==> src/rtl/dlycal_pkg.sv <==
package dlycal_pkg;

  typedef enum logic [2:0] {
    ST_IDLE,
    ST_SETTLE,
    ST_SAMPLE,
    ST_APPLY,
    ST_REST
  } cal_state_e;

endpackage

==> src/rtl/dlycal_timer.sv <==
module dlycal_timer #(
  parameter int CNT_W = 6
) (
  input  logic             clk,
  input  logic             rst,
  input  logic             load,
  input  logic [CNT_W-1:0] load_val,
  output logic             expired
);

  logic [CNT_W-1:0] cnt_q;

  always_ff @(posedge clk) begin
    if (rst) begin
      cnt_q <= '0;
    end else if (load) begin
      cnt_q <= load_val;
    end else if (cnt_q != '0) begin
      cnt_q <= cnt_q - 1'b1;
    end
  end

  assign expired = (cnt_q == '0);

endmodule

==> src/rtl/dlycal_filter.sv <==
module dlycal_filter #(
  parameter int STABLE_N = 4
) (
  input  logic clk,
  input  logic rst,
  input  logic clr,
  input  logic en,
  input  logic bit_in,
  output logic acc_vld,
  output logic acc_val
);

  localparam int CW = (STABLE_N < 2) ? 1 : $clog2(STABLE_N);
  localparam logic [CW-1:0] NEED = CW'(STABLE_N - 1);

  logic          seen_q;
  logic          cand_q;
  logic [CW-1:0] run_q;

  always_ff @(posedge clk) begin
    if (rst || clr) begin
      seen_q <= 1'b0;
      cand_q <= 1'b0;
      run_q  <= '0;
    end else if (en) begin
      if (!seen_q || bit_in != cand_q) begin
        seen_q <= 1'b1;
        cand_q <= bit_in;
        run_q  <= CW'(1);
      end else if (run_q != NEED) begin
        run_q <= run_q + 1'b1;
      end
    end
  end

  assign acc_vld = en && seen_q && (bit_in == cand_q) && (run_q == NEED);
  assign acc_val = cand_q;

  // an accepted reading never follows a differing sample
  a_r3_stable_accept: assert property (@(posedge clk) disable iff (rst)
    acc_vld |-> (bit_in == $past(bit_in)));

endmodule

==> src/rtl/dlycal_fanout.sv <==
module dlycal_fanout #(
  parameter int TAP_W = 6,
  parameter int BUS_W = 16
) (
  input  logic [TAP_W-1:0]       tap_in,
  output logic [BUS_W*TAP_W-1:0] tap_bus
);

  for (genvar g = 0; g < BUS_W; g++) begin : g_copy
    assign tap_bus[g*TAP_W +: TAP_W] = tap_in;
  end

endmodule

==> src/rtl/dlycal_top.sv <==
module dlycal_top
  import dlycal_pkg::*;
#(
  parameter int TAPS       = 64,
  parameter int BUS_W      = 16,
  parameter int SETTLE_CYC = 8,
  parameter int STABLE_N   = 4,
  parameter int IDLE_CYC   = 32,
  localparam int TAP_W     = $clog2(TAPS)
) (
  input  logic                   clk,
  input  logic                   rst,
  input  logic                   start,
  input  logic                   continuous,
  input  logic                   sample_in,
  output logic [TAP_W-1:0]       cal_tap,
  output logic [TAP_W-1:0]       data_tap,
  output logic [BUS_W*TAP_W-1:0] data_tap_bus,
  output logic                   data_tap_valid,
  output logic                   busy,
  output logic                   done,
  output logic                   error
);

  localparam int TMR_MAX = (SETTLE_CYC > IDLE_CYC) ? SETTLE_CYC : IDLE_CYC;
  localparam int CNT_W   = $clog2(TMR_MAX + 1);
  localparam logic [TAP_W-1:0] TAP_MAX  = TAP_W'(TAPS - 1);
  localparam logic [CNT_W-1:0] T_SETTLE = CNT_W'(SETTLE_CYC);
  localparam logic [CNT_W-1:0] T_REST   = CNT_W'(IDLE_CYC);

  cal_state_e       state_q, state_n;
  logic [TAP_W-1:0] cal_tap_q, tap_n;
  logic [TAP_W-1:0] data_tap_q;
  logic [TAP_W-1:0] edge_a_q, edge_b_q;
  logic             have_ref_q, ref_val_q, got_a_q;
  logic             valid_q, busy_q, done_q, err_q;

  logic             tmr_load, tmr_done;
  logic [CNT_W-1:0] tmr_val;
  logic             acc_vld, acc_val;
  logic             take_ref, take_a, take_b, fail, adv, sweep_go;
  logic [TAP_W:0]   edge_sum;
  logic [TAP_W-1:0] centre;

  dlycal_timer #(.CNT_W(CNT_W)) u_timer (
    .clk      (clk),
    .rst      (rst),
    .load     (tmr_load),
    .load_val (tmr_val),
    .expired  (tmr_done)
  );

  dlycal_filter #(.STABLE_N(STABLE_N)) u_filter (
    .clk     (clk),
    .rst     (rst),
    .clr     (state_q != ST_SAMPLE),
    .en      (state_q == ST_SAMPLE),
    .bit_in  (sample_in),
    .acc_vld (acc_vld),
    .acc_val (acc_val)
  );

  dlycal_fanout #(.TAP_W(TAP_W), .BUS_W(BUS_W)) u_fanout (
    .tap_in  (data_tap_q),
    .tap_bus (data_tap_bus)
  );

  assign edge_sum = {1'b0, edge_a_q} + {1'b0, edge_b_q};
  assign centre   = edge_sum[TAP_W:1];

  always_comb begin
    state_n  = state_q;
    tap_n    = cal_tap_q;
    tmr_load = 1'b0;
    tmr_val  = T_SETTLE;
    take_ref = 1'b0;
    take_a   = 1'b0;
    take_b   = 1'b0;
    adv      = 1'b0;
    fail     = 1'b0;
    case (state_q)
      ST_IDLE: begin
        if (start) begin
          state_n  = ST_SETTLE;
          tap_n    = '0;
          tmr_load = 1'b1;
        end
      end
      ST_SETTLE: begin
        if (tmr_done) state_n = ST_SAMPLE;
      end
      ST_SAMPLE: begin
        if (acc_vld) begin
          if (!have_ref_q) begin
            take_ref = 1'b1;
            adv      = 1'b1;
          end else if (acc_val != ref_val_q) begin
            if (!got_a_q) begin
              take_a = 1'b1;
              adv    = 1'b1;
            end else begin
              take_b  = 1'b1;
              state_n = ST_APPLY;
            end
          end else begin
            adv = 1'b1;
          end
          if (adv) begin
            if (cal_tap_q == TAP_MAX) begin
              fail     = 1'b1;
              state_n  = continuous ? ST_REST : ST_IDLE;
              tmr_load = continuous;
              tmr_val  = T_REST;
            end else begin
              tap_n    = cal_tap_q + 1'b1;
              state_n  = ST_SETTLE;
              tmr_load = 1'b1;
            end
          end
        end
      end
      ST_APPLY: begin
        state_n  = continuous ? ST_REST : ST_IDLE;
        tmr_load = continuous;
        tmr_val  = T_REST;
      end
      ST_REST: begin
        if (!continuous) begin
          state_n = ST_IDLE;
        end else if (tmr_done) begin
          state_n  = ST_SETTLE;
          tap_n    = '0;
          tmr_load = 1'b1;
        end
      end
      default: state_n = ST_IDLE;
    endcase
  end

  assign sweep_go = (state_n == ST_SETTLE) &&
                    (state_q == ST_IDLE || state_q == ST_REST);

  always_ff @(posedge clk) begin
    if (rst) begin
      state_q    <= ST_IDLE;
      cal_tap_q  <= '0;
      data_tap_q <= '0;
      edge_a_q   <= '0;
      edge_b_q   <= '0;
      have_ref_q <= 1'b0;
      ref_val_q  <= 1'b0;
      got_a_q    <= 1'b0;
      valid_q    <= 1'b0;
      busy_q     <= 1'b0;
      done_q     <= 1'b0;
      err_q      <= 1'b0;
    end else begin
      state_q   <= state_n;
      cal_tap_q <= tap_n;
      valid_q   <= 1'b0;
      busy_q    <= (state_n == ST_SETTLE) || (state_n == ST_SAMPLE) ||
                   (state_n == ST_APPLY);
      if (sweep_go) begin
        have_ref_q <= 1'b0;
        got_a_q    <= 1'b0;
        if (state_q == ST_IDLE) done_q <= 1'b0;
      end
      if (take_ref) begin
        have_ref_q <= 1'b1;
        ref_val_q  <= acc_val;
      end
      if (take_a) begin
        got_a_q   <= 1'b1;
        edge_a_q  <= cal_tap_q;
        ref_val_q <= acc_val;
      end
      if (take_b) edge_b_q <= cal_tap_q;
      if (fail) err_q <= 1'b1;
      if (state_q == ST_APPLY) begin
        done_q <= 1'b1;
        if (!continuous || centre != data_tap_q) begin
          data_tap_q <= centre;
          valid_q    <= 1'b1;
        end
      end
    end
  end

  assign cal_tap        = cal_tap_q;
  assign data_tap       = data_tap_q;
  assign data_tap_valid = valid_q;
  assign busy           = busy_q;
  assign done           = done_q;
  assign error          = err_q;

  // every change of the data tap is flagged
  a_r6_change_flagged: assert property (@(posedge clk) disable iff (rst)
    (data_tap_q != $past(data_tap_q)) |-> valid_q);

  // the update flag is a single-cycle pulse
  a_r6_single_pulse: assert property (@(posedge clk) disable iff (rst)
    valid_q |=> !valid_q);

  // raising the error never moves the data tap
  a_r9_fail_keeps_tap: assert property (@(posedge clk) disable iff (rst)
    $rose(err_q) |-> $stable(data_tap_q));

  // calibration tap steps by one or restarts at zero
  a_r2_tap_step: assert property (@(posedge clk) disable iff (rst)
    (cal_tap_q != $past(cal_tap_q)) |->
      ((cal_tap_q == $past(cal_tap_q) + 1'b1) || (cal_tap_q == '0)));

  // the error flag is sticky
  a_r9_sticky: assert property (@(posedge clk) disable iff (rst)
    $past(err_q) |-> err_q);

endmodule

==> config.mk <==
export PLATFORM = sky130hd
export DESIGN_NAME = dlycal_top
export DESIGN_NICKNAME = d
export VERILOG_FILES = /design/src/rtl/dlycal_pkg.sv /design/src/rtl/dlycal_timer.sv /design/src/rtl/dlycal_filter.sv /design/src/rtl/dlycal_fanout.sv /design/src/rtl/dlycal_top.sv
export SDC_FILE = /design/constraint.sdc
export NUM_CORES = 1
export LEC_CHECK = 0
export ABC_AREA = 0
export BUFFER_PORTS_ARGS = -buffer_cell sky130_fd_sc_hd__buf_2
export CORE_ASPECT_RATIO = 2
export CORE_UTILIZATION = 46
export CTS_CLUSTER_SIZE = 40
export DETAILED_ROUTE_END_ITERATION = 8
export GPL_ROUTABILITY_DRIVEN = 0
export HOLD_SLACK_MARGIN = 0.02
export PLACE_DENSITY = 0.76
export REMOVE_ABC_BUFFERS = 1
export SYNTH_ARGS = -nofsm -noshare
export SYNTH_HDL_FRONTEND = slang
export SYNTH_SLANG_ARGS = --single-unit
==> constraint.sdc <==
create_clock -name clk -period 2.4 [get_ports clk]
set_input_delay 0.12 -clock clk [delete_from_list [all_inputs] [get_ports clk]]
set_output_delay 0.12 -clock clk [all_outputs]
set_load 0.1 [all_outputs]
After elaboration in Yosys (flattened, before gate mapping). Index checks and enable logic that the tools add are counted.

Register bits: 44. Bits of input ports: 5. Output and inout port bits: 112. Logic and storage cells: 135.

Add/sub/neg operators: 4. Eq/ne operators: 21. Mux-type cells: 64. Bitwise logic cells: 1. Reduce and logical (&&, ||, !) cells: 29.

Operator list (count): $mux 6 (11); $mux 1 (36); $mux 3 (11); $pmux 6 s3 (1); $pmux 3 s5 (1); $ne 2x2->1 const B (7); $reduce_bool 2->1 (7); $eq 3x2->1 const B (4); $pmux 6 s2 (1); $reduce_and 2->1 (4); $add 6x6->7 (1); $reduce_and 7->1 (1); $add 6x1->6 const B (1); $eq 3x1->1 const B (2); $eq 6x6->1 const B (1); $logic_not 6->1 (1); $logic_or 1x1->1 (6); $ne 6x6->1 (1); $reduce_bool 6->1 (1); $sub 6x1->6 const B (1); $logic_and 1x1->1 (4); $mux 2 (2); $pmux 1 s4 (1); $eq 3x3->1 const B (1); other kinds (10) (12).

Longest topological paths before layout. Gate-level depths: netlist (run 1).

Depth after elaboration: 13. Mapped depth: 8. Depth with buffers taken out: 8.

By module. From an unflattened synthesis (run 1), not the netlist that was laid out.

Cell total of the unflattened synthesis: 367. Area total of the unflattened synthesis: 3108.0 um2.

Modules (own cells, without submodules): dlycal_top (times used 1, cells each 205, area an instance 1775.5 um2); dlycal_fanout (times used 1, cells each 96, area an instance 720.7 um2); dlycal_timer (times used 1, cells each 46, area an instance 395.4 um2); dlycal_filter (times used 1, cells each 20, area an instance 216.5 um2).

Least setup slack after synthesis (run 1). Ideal clock, no wire load.

Path kind: reg2reg. Start point: reg cal_tap_q[0] (netlist: cal_tap[0]). End point: reg u_timer.cnt_q[1]. Library setup time: 0.086 ns. Data arrival time: 2.493 ns. Required time: 2.314 ns. Slack: -0.179 ns. Cell stages (with the launch flop): 8. Period minus slack after synthesis: 2.579 ns. Path through: dfxtp_1 > ha_1 > nand3_1 > or2_1 > a31oi_1 > o21ai_1 > or2_2 > a211oi_1.

Longest elaborated chain between the ends: 6.

Ends and longest elaborated chain: start: declaration (RTL line dlycal_top.sv:32) `logic [TAP_W-1:0] cal_tap_q, tap_n;`; start signal: assignment (RTL line dlycal_top.sv:159) `cal_tap_q <= tap_n;`; $eq 6x6->1 * (RTL line dlycal_top.sv:109) `if (cal_tap_q == TAP_MAX) begin`; $mux 1 * (RTL line dlycal_top.sv:109); $mux 1 * (RTL line dlycal_top.sv:108) `if (adv) begin`; $mux 1 * (RTL line dlycal_top.sv:93) `if (acc_vld) begin`; $pmux 1 s4 * (RTL line dlycal_top.sv:81) `case (state_q)`; $mux 6 / $reduce_bool 2->1 (equally long branches); end signal: assignment (RTL line dlycal_timer.sv:17) `cnt_q <= load_val;`; end signal: assignment (RTL line dlycal_timer.sv:19) `cnt_q <= cnt_q - 1'b1;`; end: declaration (RTL line dlycal_timer.sv:11) `logic [CNT_W-1:0] cnt_q;`.

Mark *: on every way between the ends. The rest lies on a longest branch, timed or not. A chain may end at the register's enable or synchronous reset.

Worst setup path after layout (run 1).
Start point: reg edge_a_q[4]. End point: reg data_tap_q[0] (netlist: data_tap[0]).

Longest elaborated chain between the ends: 4.

Ends and longest elaborated chain: start: declaration (RTL line dlycal_top.sv:34) `logic [TAP_W-1:0] edge_a_q, edge_b_q;`; start signal: assignment (RTL line dlycal_top.sv:174) `edge_a_q <= cal_tap_q;`; $add 6x6->7 (RTL line dlycal_top.sv:68) `assign edge_sum = {1'b0, edge_a_q} + {1'b0, edge_b_q};`; $ne 6x6->1 (RTL line dlycal_top.sv:181) `if (!continuous || centre != data_tap_q) begin`; $logic_or 1x1->1 (RTL line dlycal_top.sv:181); $reduce_and 2->1 (no source line); end signal: assignment (RTL line dlycal_top.sv:182) `data_tap_q <= centre;`; end: declaration (RTL line dlycal_top.sv:33) `logic [TAP_W-1:0] data_tap_q;`.

No other way between the ends.

==> results of run 1 <==
synthesized netlist by cell type (7+ instances only):
cell type and number:
a21oi_1 18, buf_4 97, dfxtp_1 44, ha_1 8
mux2i_1 16, nand2_1 17, nand3b_1 7, nor2_1 35
nor2b_1 9, xnor2_1 8
critical path: cells and delay by family, from the launching register on:
family | cells | cell delay [ns]
adder cells (fa/ha/maj) | 1 | 0.36
AND/OR/NAND/NOR | 1 | 0.46
flip-flops | 1 | 0.31
XOR/XNOR | 1 | 0.17
multiplexers | 1 | 0.36
AO/OA/AOI/OAI | 3 | 0.54
metal layers:
metal | part of all wire | global-route usage | vias to the layer above
li1 | - | - | 1158
met1 | 0.35 | 0.1618 | 1089
met2 | 0.53 | 0.3333 | 127
met3 | 0.065 | 0.03544 | 19
met4 | 0.050 | 0.1302 | 0
met5 | 0 | 0 | -
per-stage QoR:
stage               cell area (µm²)  utilization
finish                         3163       0.5013
global placement               3024       0.4793
detailed placement             3024       0.4793
floorplan                      2261            -
CTS                            3158       0.5005
global route                   3163       0.5013
layout make-up:
type	count	area, µm²
Clock buffer	6	128.9
Sequential cell	44	880.8
Timing Repair Buffer	126	655.6
Clock inverter	1	5.005
Multi-Input combinational cell	197	1363
Fill cell	584	3147
Tap cell	86	107.6
Inverter	6	22.52
cells in the final DEF, fill, tap and decap left out, drive strengths merged, types with 2 or more instances in the layout:
master / netlist / routed
nand3b: 7 / 7
or2: 4 / 4
clkbuf: 5 / 6
o21ai: 7 / 7
nand3: 6 / 6
and2: 5 / 5
a311oi: 5 / 5
a21oi: 18 / 18
nand4: 4 / 4
a41oi: 4 / 4
nor4b: 2 / 2
xor2: 5 / 5
nor2b: 9 / 9
nor3b: 5 / 5
mux2: 2 / 2
nor3: 3 / 3
xnor2: 8 / 8
nand2: 17 / 17
nand4b: 2 / 2
ha: 8 / 8
nand2b: 5 / 5
a211oi: 5 / 5
nor2: 36 / 36
mux2i: 16 / 16
inv: 6 / 6
dfxtp: 44 / 44
buf: 100 / 126
worst paths after layout:
path / start / to / slack [ns] / depth (start not counted)
setup reg to reg: edge_a_q[4] / data_tap[0] / 0.09 / 7
hold / removal: sample_in / u_filter.acc_val / 0.06 / 2
setup / recovery: edge_a_q[4] / data_tap[0] / 0.09 / 7
hold reg to reg: error / error / 0.49 / 2
flip-flops by register name, summed over array words and instances, names as in the netlist:
name	flops
cal_tap	6
data_tap	6
edge_a_q	6
edge_b_q	6
u_timer.cnt_q	6
state_q	3
u_filter.run_q	2
busy	1
data_tap_valid	1
done	1
error	1
got_a_q	1
have_ref_q	1
ref_val_q	1
u_filter.acc_val	1
u_filter.seen_q	1
logic make-up (layout without fill, tap and decap cells):
| logic type | Yosys count | count (layout) | synth area share |
|---|---|---|---|
| compound gates | 47 | 47 | 0.1035 |
| xor+xnor | 13 | 13 | 0.03767 |
| fa+ha+maj | 9 | 9 | 0.03974 |
| buf+inv | 111 | 139 | 0.2595 |
| flops | 44 | 44 | 0.2914 |
| mux | 18 | 18 | 0.06043 |
| simple gates | 110 | 110 | 0.2078 |
what timing repair did:
action,CTS,global route
buffers inserted,0,0
gates resized for setup,0,2
hold buffers,0,0
setup endpoints to repair,0,1
power by group:
group          switching (mW)  internal (mW)
clock network           0.269          0.378
registers              0.0563          0.795
logic                   0.503          0.219
==> results.ini, run 1 <==
[outcome]
status = completed

[finish]
n_antenna_cell = 0
drive_gt1_frac = 0.3895
area_delta_synth_final_pct = 4.636
nets = 394
layoutNonFillerInstCount = 466

[global_route]
antenna_found_initial = 0
gr-usage-all-layers = 0.1785
gr-total-overflow = 0
grt_first_pass_wirelength_um = 9108
grt_pass1_vias = 1980
grt_max_degree = 22

[sta]
setup_viol = 0
hold_viol = 0
finClkSkew_ns = 0.005103
setup_tns_ns = 0
maxSlewHeadroom = 0.6540
worst_slew_pin_slew_ns = 0.5153
setup_slack_ns = 0.08923
clock.fmax_mhz = 432.8
hold_ws_ns = 0.06063
fin_crit_sh = 0.9628
grt_setup_unrepaired = no
fin_crit_ns = 2.311
final_max_slew_viol_count = 0

[clocking]
cts-root-buf = clkbuf_16
cts_buffers = 5
cts.sinks = 44
cts.reportedPaths.clkPinSlew_ns = 0.06
cts_tree = yes
h-tree-depth = 2
clockBufferDepth = 2
clk_latency_ns = 0.29

[synth]
syn_area_um2 = 3023
yosys_warnings = 0
ys_seq_elements = 44
synth_ff_type = dfxtp_1
synth.distinct_cells = 50
ys_seq_area_frac = 0.2914
synthArstFlopShare = 0
synth_edf_count = 0
synth_area_per_cell_um2 = 8.588
synth_top_cell_by_area = dfxtp_1
syn_inst = 352
ys_top_cells_by_area = dfxtp_1 29%, buf_4 24%, mux2i_1 5.3%
synth_top_area_frac = 0.2914

[critical_path]
start_kind = register
crit_chain = ha_1, or3b_2, o2111ai_1, a211oi_1, xor2_1, a41oi_2, mux2_2
critical_path.slowest_cell = or3b_2
critPathMaxFanout = 5
endpoint_kind = register
crit_required_ns = 2.58
worstSetupPathType = register to register
max_stage_delay_ns = 0.46
arrival_ns = 2.49

[floorplan]
dieWidth_um = 59.32
pin_count = 117
design.die.area_um2 = 6919
rows = 41
die_h_um = 116.6
start_util = 0.4791
coreArea_um2 = 6310

[placement]
dp.cells = 459
post-dp-hpwl_um = 4611
portBuffers = 116
post-place-ws_ns = 0.1013

[run]
max_cap_violations = 0

[drt]
vias_per_cell = 5.135
drt_pass1_iterations = 4
drc_errors = 0
vias = 2393
avgRoutedWirePerCell_um = 12.82
drtIter0Drc = 63
finalWirelength_um = 5975
antenna_left = 0

[power]
max-vdd-ir-drop_mv = 0.5374
power_density_nw_per_um2 = 701.8
power.leakage_nw = 1.546
power.total_mw = 2.220

[min_path]
hold_path.class = primary input to register

No activity file was read; power rests on OpenSTA's default activity.
==> run 2, diff against run 1 <==
CELL_PAD_IN_SITES_DETAIL_PLACEMENT = 0   (was default)
CELL_PAD_IN_SITES_GLOBAL_PLACEMENT = 2   (was default)
CORE_UTILIZATION = 28   (was 46)
PLACE_DENSITY = default   (was 0.76)
PLACE_DENSITY_LB_ADDON = 0.1   (was default)
==> run 2 against run 1 <==
Effect of this change: sequential share of layout area decreased by 1.8 points; sequential cell count unchanged; register-to-register slack improved by 0.04 ns; worst hold slack got worse by 0.0043 ns; via count decreased by 1.6%; final cell count increased by 14%; clock skew decreased by 0.0016 ns; largest cell class unchanged.
==> results.ini, run 2 (synthesized netlist as in run 1, its figures left out) <==
[outcome]
status = completed

[finish]
area_delta_synth_final_pct = 12.29
drive_gt1_frac = 0.4278
layoutNonFillerInstCount = 532
n_fill_cell = 1176
n_antenna_cell = 0
final_cell_mix = 116 x buf_2, 42 x dfxtp_1, 35 x nor2_1, 24 x buf_4, 18 x a21oi_1
nets = 408
final_common_cell = buf_2

[sta]
setup_viol = 0
maxSlewHeadroom = 0.6310
final_max_slew_viol_count = 0
finClkSkew_ns = 0.003547
grt_setup_unrepaired = no
hold_viol = 0
fin_crit_ns = 2.270
clock.fmax_mhz = 440.4
worst_slew_pin_slew_ns = 0.5534
fin_crit_sh = 0.9460

[drt]
drt_pass1_iterations = 4
antenna_left = 0
avgRoutedWirePerCell_um = 14.22
vias = 2354
vias_per_cell = 4.425
drtIter0Drc = 41
finalWirelength_um = 7567
drc_errors = 0

[floorplan]
design.die.area_um2 = 11240
rows = 53
pin_count = 117
dieWidth_um = 75.47
start_util = 0.2885
coreArea_um2 = 10480
die_h_um = 148.9

[critical_path]
r2r_cells = 8
critPathMaxFanout = 3
arrival_ns = 2.45
crit_required_ns = 2.58
start_kind = register
reg2reg_from = edge_a_q[3]
rrSetupSlack_ns = 0.13
timing.rr.end = data_tap[0]
endpoint_kind = register
worstSetupPathType = register to register
startpoint = edge_a_q[3]

[clocking]
clockBufferDepth = 2
cts_tree = yes
h-tree-depth = 2
cts.reportedPaths.clkPinSlew_ns = 0.07
cts_buffers = 5
clk_latency_ns = 0.29
cts-root-buf = clkbuf_16
cts.sinks = 44

[global_route]
gr-total-overflow = 0
antenna_found_initial = 0
grt_max_degree = 28
grt_first_pass_wirelength_um = 11700
grt_pass1_vias = 2261
gr-usage-all-layers = 0.1417

[placement]
post-dp-hpwl_um = 5906
dp.cells = 522
portBuffers = 116

[min_path]
hp-start = sample_in
holdPathStages = 2
hold_path.class = primary input to register
hold-path-endpoint = u_filter.acc_val

[power]
power.leakage_nw = 1.639
max-vdd-ir-drop_mv = 0.5317
power_density_nw_per_um2 = 708.9
power.total_mw = 2.406

[run]
max_cap_violations = 0

==> run 2: cell types whose count changed in the layout (fill, tap and decap cells not counted) <==
| cell | change |
|---|---|
| dfxtp_2 | +2 |
| ha_1 | -1 |
| or4b_1 | -1 |
| mux2_2 | -1 |
| ha_4 | +1 |
| bufinv_16 | +1 |
| o2111ai_1 | -1 |
| clkbuf_1 | -1 |
| clkinvlp_4 | +1 |
| buf_4 | +14 |
| dfxtp_1 | -2 |
| or4b_4 | +1 |
| mux2_4 | +1 |
| o2111ai_2 | +1 |
==> run 2: cell type report <==
class | count | area (µm²) | area share
flip-flops and latches | 44 | 883.3 | 0.2602
multi-input cells | 197 | 1389 | 0.4091
clock inverters | 3 | 42.54 | 0.01253
inverters | 6 | 22.52 | 0.006635
well taps | 137 | 171.4 | 0.05050
repair buffers | 140 | 760.7 | 0.2241
clock buffers | 5 | 125.1 | 0.03686
==> run 2: where the power goes <==
part           internal [mW]  switching (mW)  total, mW
sequential             0.794          0.0559      0.850
clock                  0.489           0.303      0.793
combinational          0.240           0.523      0.764
total                   1.52           0.883       2.41
==> run 2: worst max-delay path by stage <==
stage                  end  slack, ns
5_1_grt        data_tap[0]      0.004
4_1_cts        data_tap[0]       0.02
2_1_floorplan  data_tap[0]     -11.21
6_report       data_tap[0]       0.13
3_5_place_dp   data_tap[0]       0.01
3_3_place_gp   data_tap[0]       0.04
==> run 2: per-stage QoR <==
| stage | cell area [µm²] | setup TNS [ns] | setup WS [ns] | hold WS, ns | util |
|---|---|---|---|---|---|
| 4_1_cts | 3346 | 0 | 0.01878 | 0.04993 | 0.3193 |
| 3_3_place_gp | 3178 | 0 | 0.03544 | 0.3514 | 0.3033 |
| 2_1_floorplan | 2261 | -988.17 | -11.21 | 0.1891 | - |
| 3_5_place_dp | 3178 | 0 | 0.009938 | 0.3538 | 0.3033 |
| 6_report | 3395 | 0 | 0.1296 | 0.05633 | 0.3240 |
| 5_1_grt | 3395 | 0 | 0.003526 | 0.05449 | 0.3240 |
==> run 2: what timing repair did <==
action                     in CTS  in global routing
hold buffers                    0                  0
resized for setup               0                  8
setup buffers                   0                  2
setup endpoints to repair       1                  1
pin swaps                       1                  4
==> run 2: metal layers <==
layer  vias to the layer above  GRT usage  wire [µm]
met3                         7    0.01824        212
met1                      1103     0.1430       2753
met5                         -          0          0
li1                       1183          -          -
met4                         0    0.05185        118
met2                        61     0.2777       4483
==> run 2: critical path, cell delays in order, from the launching register on <==
cell       delay, ns
dfxtp_1         0.37
ha_4            0.22
or4b_4          0.51
o2111ai_2       0.08
a211oi_1        0.07
buf_4           0.14
xor2_1          0.14
a41oi_2         0.30
mux2_4          0.32
